File: config.mk
export PLATFORM = sky130hd
export DESIGN_NAME = mpu_regbank
export DESIGN_NICKNAME = d
export VERILOG_FILES = /design/src/rtl/mpu_regbank_pkg.sv /design/src/rtl/mpu_addr_decode.sv /design/src/rtl/mpu_ctrl_regs.sv /design/src/rtl/mpu_region_store.sv /design/src/rtl/mpu_regbank.sv
export SDC_FILE = /design/constraint.sdc
export NUM_CORES = 1
export LEC_CHECK = 0
export BUFFER_PORTS_ARGS = -buffer_cell sky130_fd_sc_hd__buf_2
export CORE_UTILIZATION = 34
export CTS_CLUSTER_SIZE = 12
export DETAILED_ROUTE_END_ITERATION = 7
export PLACE_DENSITY_LB_ADDON = 0.1
export SETUP_SLACK_MARGIN = 0.15
export SLEW_MARGIN = 20
export SYNTH_ARGS = -nofsm -noshare
export SYNTH_HDL_FRONTEND = slang
export SYNTH_SLANG_ARGS = --single-unit
export TNS_END_PERCENT = 5
File: constraint.sdc
create_clock -name clk -period 4.8 [get_ports clk]
set_input_delay 0.96 -clock clk [delete_from_list [all_inputs] [get_ports clk]]
set_output_delay 0.96 -clock clk [all_outputs]
set_load 0.01 [all_outputs]
File: src/rtl/mpu_regbank_pkg.sv
package mpu_regbank_pkg;

    localparam int MAX_REGIONS = 16;
    localparam int ADDR_W      = 12;
    localparam int DATA_W      = 32;
    localparam int IDX_W       = 4;
    localparam int BASE_LSB    = 5;
    localparam int BASE_W      = DATA_W - BASE_LSB;
    localparam int HALF_W      = DATA_W / 2;
    localparam int VALID_BIT   = 4;

    localparam logic [ADDR_W-1:0] OFF_TYPE   = 12'hD90;
    localparam logic [ADDR_W-1:0] OFF_CTRL   = 12'hD94;
    localparam logic [ADDR_W-1:0] OFF_SELECT = 12'hD98;
    localparam logic [ADDR_W-1:0] OFF_PAIR_LO = 12'hD9C;
    localparam logic [ADDR_W-1:0] OFF_PAIR_HI = 12'hDB8;

    localparam logic [HALF_W-1:0] SIZE_KEEP   = 16'hFF3F;
    localparam logic [HALF_W-1:0] ACCESS_KEEP = 16'h173F;

    typedef enum logic [2:0] {
        SEL_NONE,
        SEL_TYPE,
        SEL_CTRL,
        SEL_SELECT,
        SEL_BASE,
        SEL_ATTR
    } reg_sel_e;

    typedef struct packed {
        logic priv_default;
        logic fault_en;
        logic enable;
    } ctrl_t;

    typedef struct packed {
        logic [BASE_W-1:0] base;
        logic [HALF_W-1:0] size;
        logic [HALF_W-1:0] access;
    } region_t;

    function automatic reg_sel_e decode_offset(input logic [ADDR_W-1:0] a);
        logic [ADDR_W-1:0] rel;
        reg_sel_e s;
        rel = a - OFF_PAIR_LO;
        s = SEL_NONE;
        if (a[1:0] == 2'b00) begin
            if (a == OFF_TYPE)        s = SEL_TYPE;
            else if (a == OFF_CTRL)   s = SEL_CTRL;
            else if (a == OFF_SELECT) s = SEL_SELECT;
            else if (a >= OFF_PAIR_LO && a <= OFF_PAIR_HI)
                s = rel[2] ? SEL_ATTR : SEL_BASE;
        end
        return s;
    endfunction

    function automatic logic [HALF_W-1:0] mask_size(input logic [HALF_W-1:0] v);
        return v & SIZE_KEEP;
    endfunction

    function automatic logic [HALF_W-1:0] mask_access(input logic [HALF_W-1:0] v);
        return v & ACCESS_KEEP;
    endfunction

endpackage

File: src/rtl/mpu_addr_decode.sv
module mpu_addr_decode
    import mpu_regbank_pkg::*;
(
    input  logic [ADDR_W-1:0] addr_i,
    output reg_sel_e          sel_o
);
    always_comb begin
        sel_o = decode_offset(addr_i);
    end
endmodule

File: src/rtl/mpu_ctrl_regs.sv
module mpu_ctrl_regs
    import mpu_regbank_pkg::*;
#(
    parameter int NUM_REGIONS = 8
) (
    input  logic              clk,
    input  logic              rst,
    input  logic              wr_en_i,
    input  reg_sel_e          sel_i,
    input  logic [DATA_W-1:0] wdata_i,
    output ctrl_t             ctrl_o,
    output logic [IDX_W-1:0]  select_o,
    output logic [IDX_W-1:0]  target_o,
    output logic              target_ok_o,
    output logic              select_ok_o,
    output logic              accept_o,
    output logic              err_event_o
);
    localparam logic [DATA_W-1:0] COUNT_W = DATA_W'(NUM_REGIONS);
    localparam logic [IDX_W:0]    COUNT_I = (IDX_W+1)'(NUM_REGIONS);

    ctrl_t            ctrl_q;
    logic [IDX_W-1:0] select_q;
    logic             retarget;
    logic             sel_write_ok;
    logic             ctrl_suspicious;

    always_comb begin
        retarget        = wdata_i[VALID_BIT];
        target_o        = retarget ? wdata_i[IDX_W-1:0] : select_q;
        target_ok_o     = {1'b0, target_o} < COUNT_I;
        select_ok_o     = {1'b0, select_q} < COUNT_I;
        sel_write_ok    = wdata_i < COUNT_W;
        ctrl_suspicious = wdata_i[1] & ~wdata_i[0];

        accept_o = wr_en_i & ((sel_i == SEL_CTRL)
                            | ((sel_i == SEL_BASE) & target_ok_o)
                            | ((sel_i == SEL_ATTR) & select_ok_o));

        err_event_o = wr_en_i & (((sel_i == SEL_CTRL) & ctrl_suspicious)
                               | ((sel_i == SEL_SELECT) & ~sel_write_ok)
                               | ((sel_i == SEL_BASE) & ~target_ok_o));
    end

    always_ff @(posedge clk) begin
        if (rst) begin
            ctrl_q   <= '0;
            select_q <= '0;
        end else if (wr_en_i) begin
            if (sel_i == SEL_CTRL) begin
                ctrl_q.enable       <= wdata_i[0];
                ctrl_q.fault_en     <= wdata_i[1];
                ctrl_q.priv_default <= wdata_i[2];
            end
            if (sel_i == SEL_SELECT && sel_write_ok)
                select_q <= wdata_i[IDX_W-1:0];
            if (sel_i == SEL_BASE && retarget && target_ok_o)
                select_q <= wdata_i[IDX_W-1:0];
        end
    end

    assign ctrl_o   = ctrl_q;
    assign select_o = select_q;
endmodule

File: src/rtl/mpu_region_store.sv
module mpu_region_store
    import mpu_regbank_pkg::*;
#(
    parameter int NUM_REGIONS = 8
) (
    input  logic                      clk,
    input  logic                      rst,
    input  logic                      we_base_i,
    input  logic                      we_attr_i,
    input  logic [IDX_W-1:0]          base_idx_i,
    input  logic [IDX_W-1:0]          attr_idx_i,
    input  logic [DATA_W-1:0]         wdata_i,
    output region_t [NUM_REGIONS-1:0] table_o
);
    for (genvar r = 0; r < NUM_REGIONS; r++) begin : g_region
        localparam logic [IDX_W-1:0] MY_IDX = IDX_W'(r);
        region_t entry_q;

        always_ff @(posedge clk) begin
            if (rst) begin
                entry_q <= '0;
            end else begin
                if (we_base_i && base_idx_i == MY_IDX)
                    entry_q.base <= wdata_i[DATA_W-1:BASE_LSB];
                if (we_attr_i && attr_idx_i == MY_IDX) begin
                    entry_q.size   <= mask_size(wdata_i[HALF_W-1:0]);
                    entry_q.access <= mask_access(wdata_i[DATA_W-1:HALF_W]);
                end
            end
        end

        assign table_o[r] = entry_q;
    end
endmodule

File: src/rtl/mpu_regbank.sv
module mpu_regbank
    import mpu_regbank_pkg::*;
#(
    parameter int NUM_REGIONS = 8
) (
    input  logic                          clk,
    input  logic                          rst,
    input  logic                          wr_en_i,
    input  logic                          rd_en_i,
    input  logic [11:0]                   addr_i,
    input  logic [31:0]                   wdata_i,
    output logic [31:0]                   rdata_o,
    output logic                          ctrl_enable_o,
    output logic                          ctrl_fault_en_o,
    output logic                          ctrl_priv_default_o,
    output logic [NUM_REGIONS*27-1:0]     region_base_o,
    output logic [NUM_REGIONS*16-1:0]     region_size_o,
    output logic [NUM_REGIONS*16-1:0]     region_access_o,
    output logic                          inval_o,
    output logic                          err_o
);
    localparam logic [DATA_W-1:0] TYPE_WORD = DATA_W'(NUM_REGIONS) << 8;

    reg_sel_e                  sel;
    ctrl_t                     ctrl;
    logic [IDX_W-1:0]          select_q;
    logic [IDX_W-1:0]          target;
    logic                      target_ok;
    logic                      select_ok;
    logic                      accept;
    logic                      err_event;
    region_t [NUM_REGIONS-1:0] rtable;
    region_t                   cur_entry;
    logic [DATA_W-1:0]         rd_mux;
    logic [DATA_W-1:0]         rdata_q;
    logic                      inval_q;
    logic                      err_q;

    mpu_addr_decode u_decode (
        .addr_i (addr_i),
        .sel_o  (sel)
    );

    mpu_ctrl_regs #(.NUM_REGIONS(NUM_REGIONS)) u_ctrl (
        .clk         (clk),
        .rst         (rst),
        .wr_en_i     (wr_en_i),
        .sel_i       (sel),
        .wdata_i     (wdata_i),
        .ctrl_o      (ctrl),
        .select_o    (select_q),
        .target_o    (target),
        .target_ok_o (target_ok),
        .select_ok_o (select_ok),
        .accept_o    (accept),
        .err_event_o (err_event)
    );

    mpu_region_store #(.NUM_REGIONS(NUM_REGIONS)) u_store (
        .clk        (clk),
        .rst        (rst),
        .we_base_i  (wr_en_i && sel == SEL_BASE && target_ok),
        .we_attr_i  (wr_en_i && sel == SEL_ATTR && select_ok),
        .base_idx_i (target),
        .attr_idx_i (select_q),
        .wdata_i    (wdata_i),
        .table_o    (rtable)
    );

    always_comb begin
        cur_entry = select_ok ? rtable[select_q] : '0;
        rd_mux    = '0;
        unique case (sel)
            SEL_TYPE:   rd_mux = TYPE_WORD;
            SEL_CTRL:   rd_mux = DATA_W'(ctrl);
            SEL_SELECT: rd_mux = DATA_W'(select_q);
            SEL_BASE:   rd_mux = select_ok
                               ? {cur_entry.base, 1'b0, select_q} : '0;
            SEL_ATTR:   rd_mux = select_ok
                               ? {cur_entry.access, cur_entry.size} : '0;
            default:    rd_mux = '0;
        endcase
    end

    always_ff @(posedge clk) begin
        if (rst) begin
            rdata_q <= '0;
            inval_q <= 1'b0;
            err_q   <= 1'b0;
        end else begin
            if (rd_en_i) rdata_q <= rd_mux;
            inval_q <= accept;
            err_q   <= err_event;
        end
    end

    for (genvar r = 0; r < NUM_REGIONS; r++) begin : g_flat
        assign region_base_o[r*BASE_W +: BASE_W]   = rtable[r].base;
        assign region_size_o[r*HALF_W +: HALF_W]   = rtable[r].size;
        assign region_access_o[r*HALF_W +: HALF_W] = rtable[r].access;
    end

    assign rdata_o             = rdata_q;
    assign ctrl_enable_o       = ctrl.enable;
    assign ctrl_fault_en_o     = ctrl.fault_en;
    assign ctrl_priv_default_o = ctrl.priv_default;
    assign inval_o             = inval_q;
    assign err_o               = err_q;
endmodule

==> impl_metrics.ini <==
[outcome]
status = completed

[setup_path]
startpoint_type = primary input
reg2reg_from = u_ctrl.select_o[0]
regToRegSetupSlack_ns = 1.74
cp_max_fo = 45
crit_chain = buf_2 > or4b_4 > or2_4 > or4_4 > or2_2 > a31o_2
critPathArrivalTime_ns = 3.84
cp-end-kind = flip-flop
required_ns = 5.28
max_stage_delay_ns = 0.76
slowest_stage = or4_4
reg2reg_to = u_store.table_o[53]
path_class = in2reg
r2r_cells = 4

[synthesis]
synth_common_cells = 482 x nand2_1, 449 x dfxtp_1, 211 x a21oi_1
ys_seq_elements = 449
synth_top_area_share = 0.451
ys_seq_area_frac = 0.451
ys_types = 54
synth-edff-count = 0
synthArstFlopShare = 0
avgSynthCellArea_um2 = 9.05
synth_flop_cell = dfxtp_1
synth_area_leaders = dfxtp_1 45%, mux4_2 12%, nand2_1 9.1%
syn_inst = 2205
yosysMostFrequentCell = nand2_1
syn_area_um2 = 19900
synth_top_cell_by_area = dfxtp_1
yosysWarnings = 0

[min_path]
hold_class = reg2reg
hold_end = rdata_o[21]
hold_depth = 2
hold_start = rdata_o[21]

[place]
dp_cells = 3254
io_buffers = 492
preCtsSetupSlack_ns = 0.870
place.gp.congestion = 0.868
dpl_cell_area_um2 = 22500
hpwl_mm = 61.6

[clock_tree]
cts_root_buffer = clkbuf_16
cts_tree = built
worstSkewPairLatency_ns = 0.60
post_cts_resized = 0
htree_levels = 2
cts-buffers-inserted = 52
cts_setup_buffers = 0
clockBufferDepth = 3
cts.hold.buffers_added = 0
clkTransAtPathRegs_ns = 0.06
cts.sinks = 449

[pwr]
power_mw = 8.14
clockPowerShare = 0.507
vdd_drop_max_mv = 0.252
p_switching_mw = 1.89
power_frac_seq = 0.458
p_comb_frac = 0.035
switching_share = 0.232
internal_power_mw = 6.25
p_leak_nw = 9.51
p_per_area_nw_per_um2 = 335

[timing]
fmax_mhz = 298
hold_viol = 0
setup_tns_ns = 0
setup_viol = 0
relSlewSlack = 0.255
fin_crit_ns = 3.36
worstMarginPinSlew_ns = 1.11
drv_slew = 0
fin_ws_ns = 1.44
rsz0062_at_grt = false
whs_ns = 0.454
clock_skew_ns = 0.0177
period_share = 0.700

[global_routing]
grt_max_degree = 168
grt_pass1_vias = 17900
grt_pass1_wl_mm = 130
grt_usage = 0.296
grt_overflow = 0
antenna_found_initial = 1

[route]
ant_nets = 0
viasPerCell = 5.71
wl_per_cell_um = 27.3
drc_errors = 0
wl_mm = 91.4
drt_iter0_drc = 1623
vias = 19100
firstDrtPassIters = 5

[final_layout]
nets = 2591
syn2layout_area_growth_pct = 21.8
drive_gt1_frac = 0.316
final_cells = 3345
fin_util = 0.420
antenna_cells = 0
final_area_um2 = 24300

[die]
fp-row-count = 88
fp.coreArea_um2 = 57800
die_h_um = 244
dieArea_um2 = 59600
initial_core_util = 0.345
num_io_pins = 557
die_w_um = 244

[run]
drv_cap = 0
[area by class of cell]
| type | count | area [um^2] |
|---|---|---|
| repair buffers | 525 | 2750 |
| clock inverters | 14 | 205 |
| clock buffers | 77 | 1550 |
| inverters | 15 | 63.8 |
| multi-input cells | 1500 | 9770 |
| fillers | 5793 | 33500 |
| well taps | 765 | 957 |
| flip-flops and latches | 449 | 9000 |
[registers in the layout, summed over array words and instances (netlist names)]
register         flops
err_o                1
u_store.table_o    408
rdata_o             32
u_ctrl.ctrl_o        3
inval_o              1
u_ctrl.select_o      4
[critical path: cells and delay by family]
kind	cells	cell delay, ns
simple gates	4	2.37
compound gates	1	0.36
buf+inv	1	0.10
[per-layer routing]
metal  part of all wire  vias to the layer above  track usage
li1                   -                     8498            -
met1               0.41                     9579        0.384
met2               0.48                      876        0.490
met3              0.074                      140       0.0593
met4              0.034                        2       0.0965
met5            0.00013                        -            0
[placed cells by master, fill, tap and decap left out, types with 20 or more instances in the layout]
| cell | instances |
|---|---|
| o211ai_1 | 123 |
| nand2_1 | 481 |
| nor3_1 | 99 |
| clkbuf_16 | 54 |
| a31o_2 | 75 |
| buf_4 | 30 |
| o21ai_0 | 125 |
| a21oi_1 | 211 |
| conb_1 | 64 |
| mux4_2 | 102 |
| a31o_1 | 20 |
| dfxtp_1 | 446 |
| a221oi_1 | 25 |
| buf_2 | 491 |
[power by group through the flow]
| stage | sequential, mW | combinational [mW] | clock [mW] |
|---|---|---|---|
| floorplan | 3.81 | 0.200 | 0 |
| global placement | 3.81 | 0.279 | 0 |
| detailed placement | 3.81 | 0.280 | 0 |
| CTS | 3.73 | 0.280 | 4.19 |
| global route | 3.72 | 0.301 | 4.34 |
| finish | 3.73 | 0.284 | 4.13 |
[cells by family after synthesis]
| logic type | share of synthesized area |
|---|---|
| buffers and inverters | 0.0761 |
| and+or+nand+nor | 0.151 |
| other | 0.000188 |
| muxes | 0.118 |
| DFF | 0.451 |
| AOI/OAI and AO/OA | 0.204 |
[worst max-delay path by stage]
stage	from	endpoint	slack, ns	cells after the start
finish	addr_i[9]	u_store.table_o[336]	1.44	6
global route	addr_i[1]	u_store.table_o[391]	1.37	7
CTS	addr_i[9]	u_store.table_o[336]	1.51	6
detailed placement	addr_i[9]	u_store.table_o[340]	0.87	6
global placement	addr_i[9]	u_store.table_o[277]	0.90	6
floorplan	addr_i[9]	u_store.table_o[451]	1.61	7
Power figures use the tool's default switching activity.
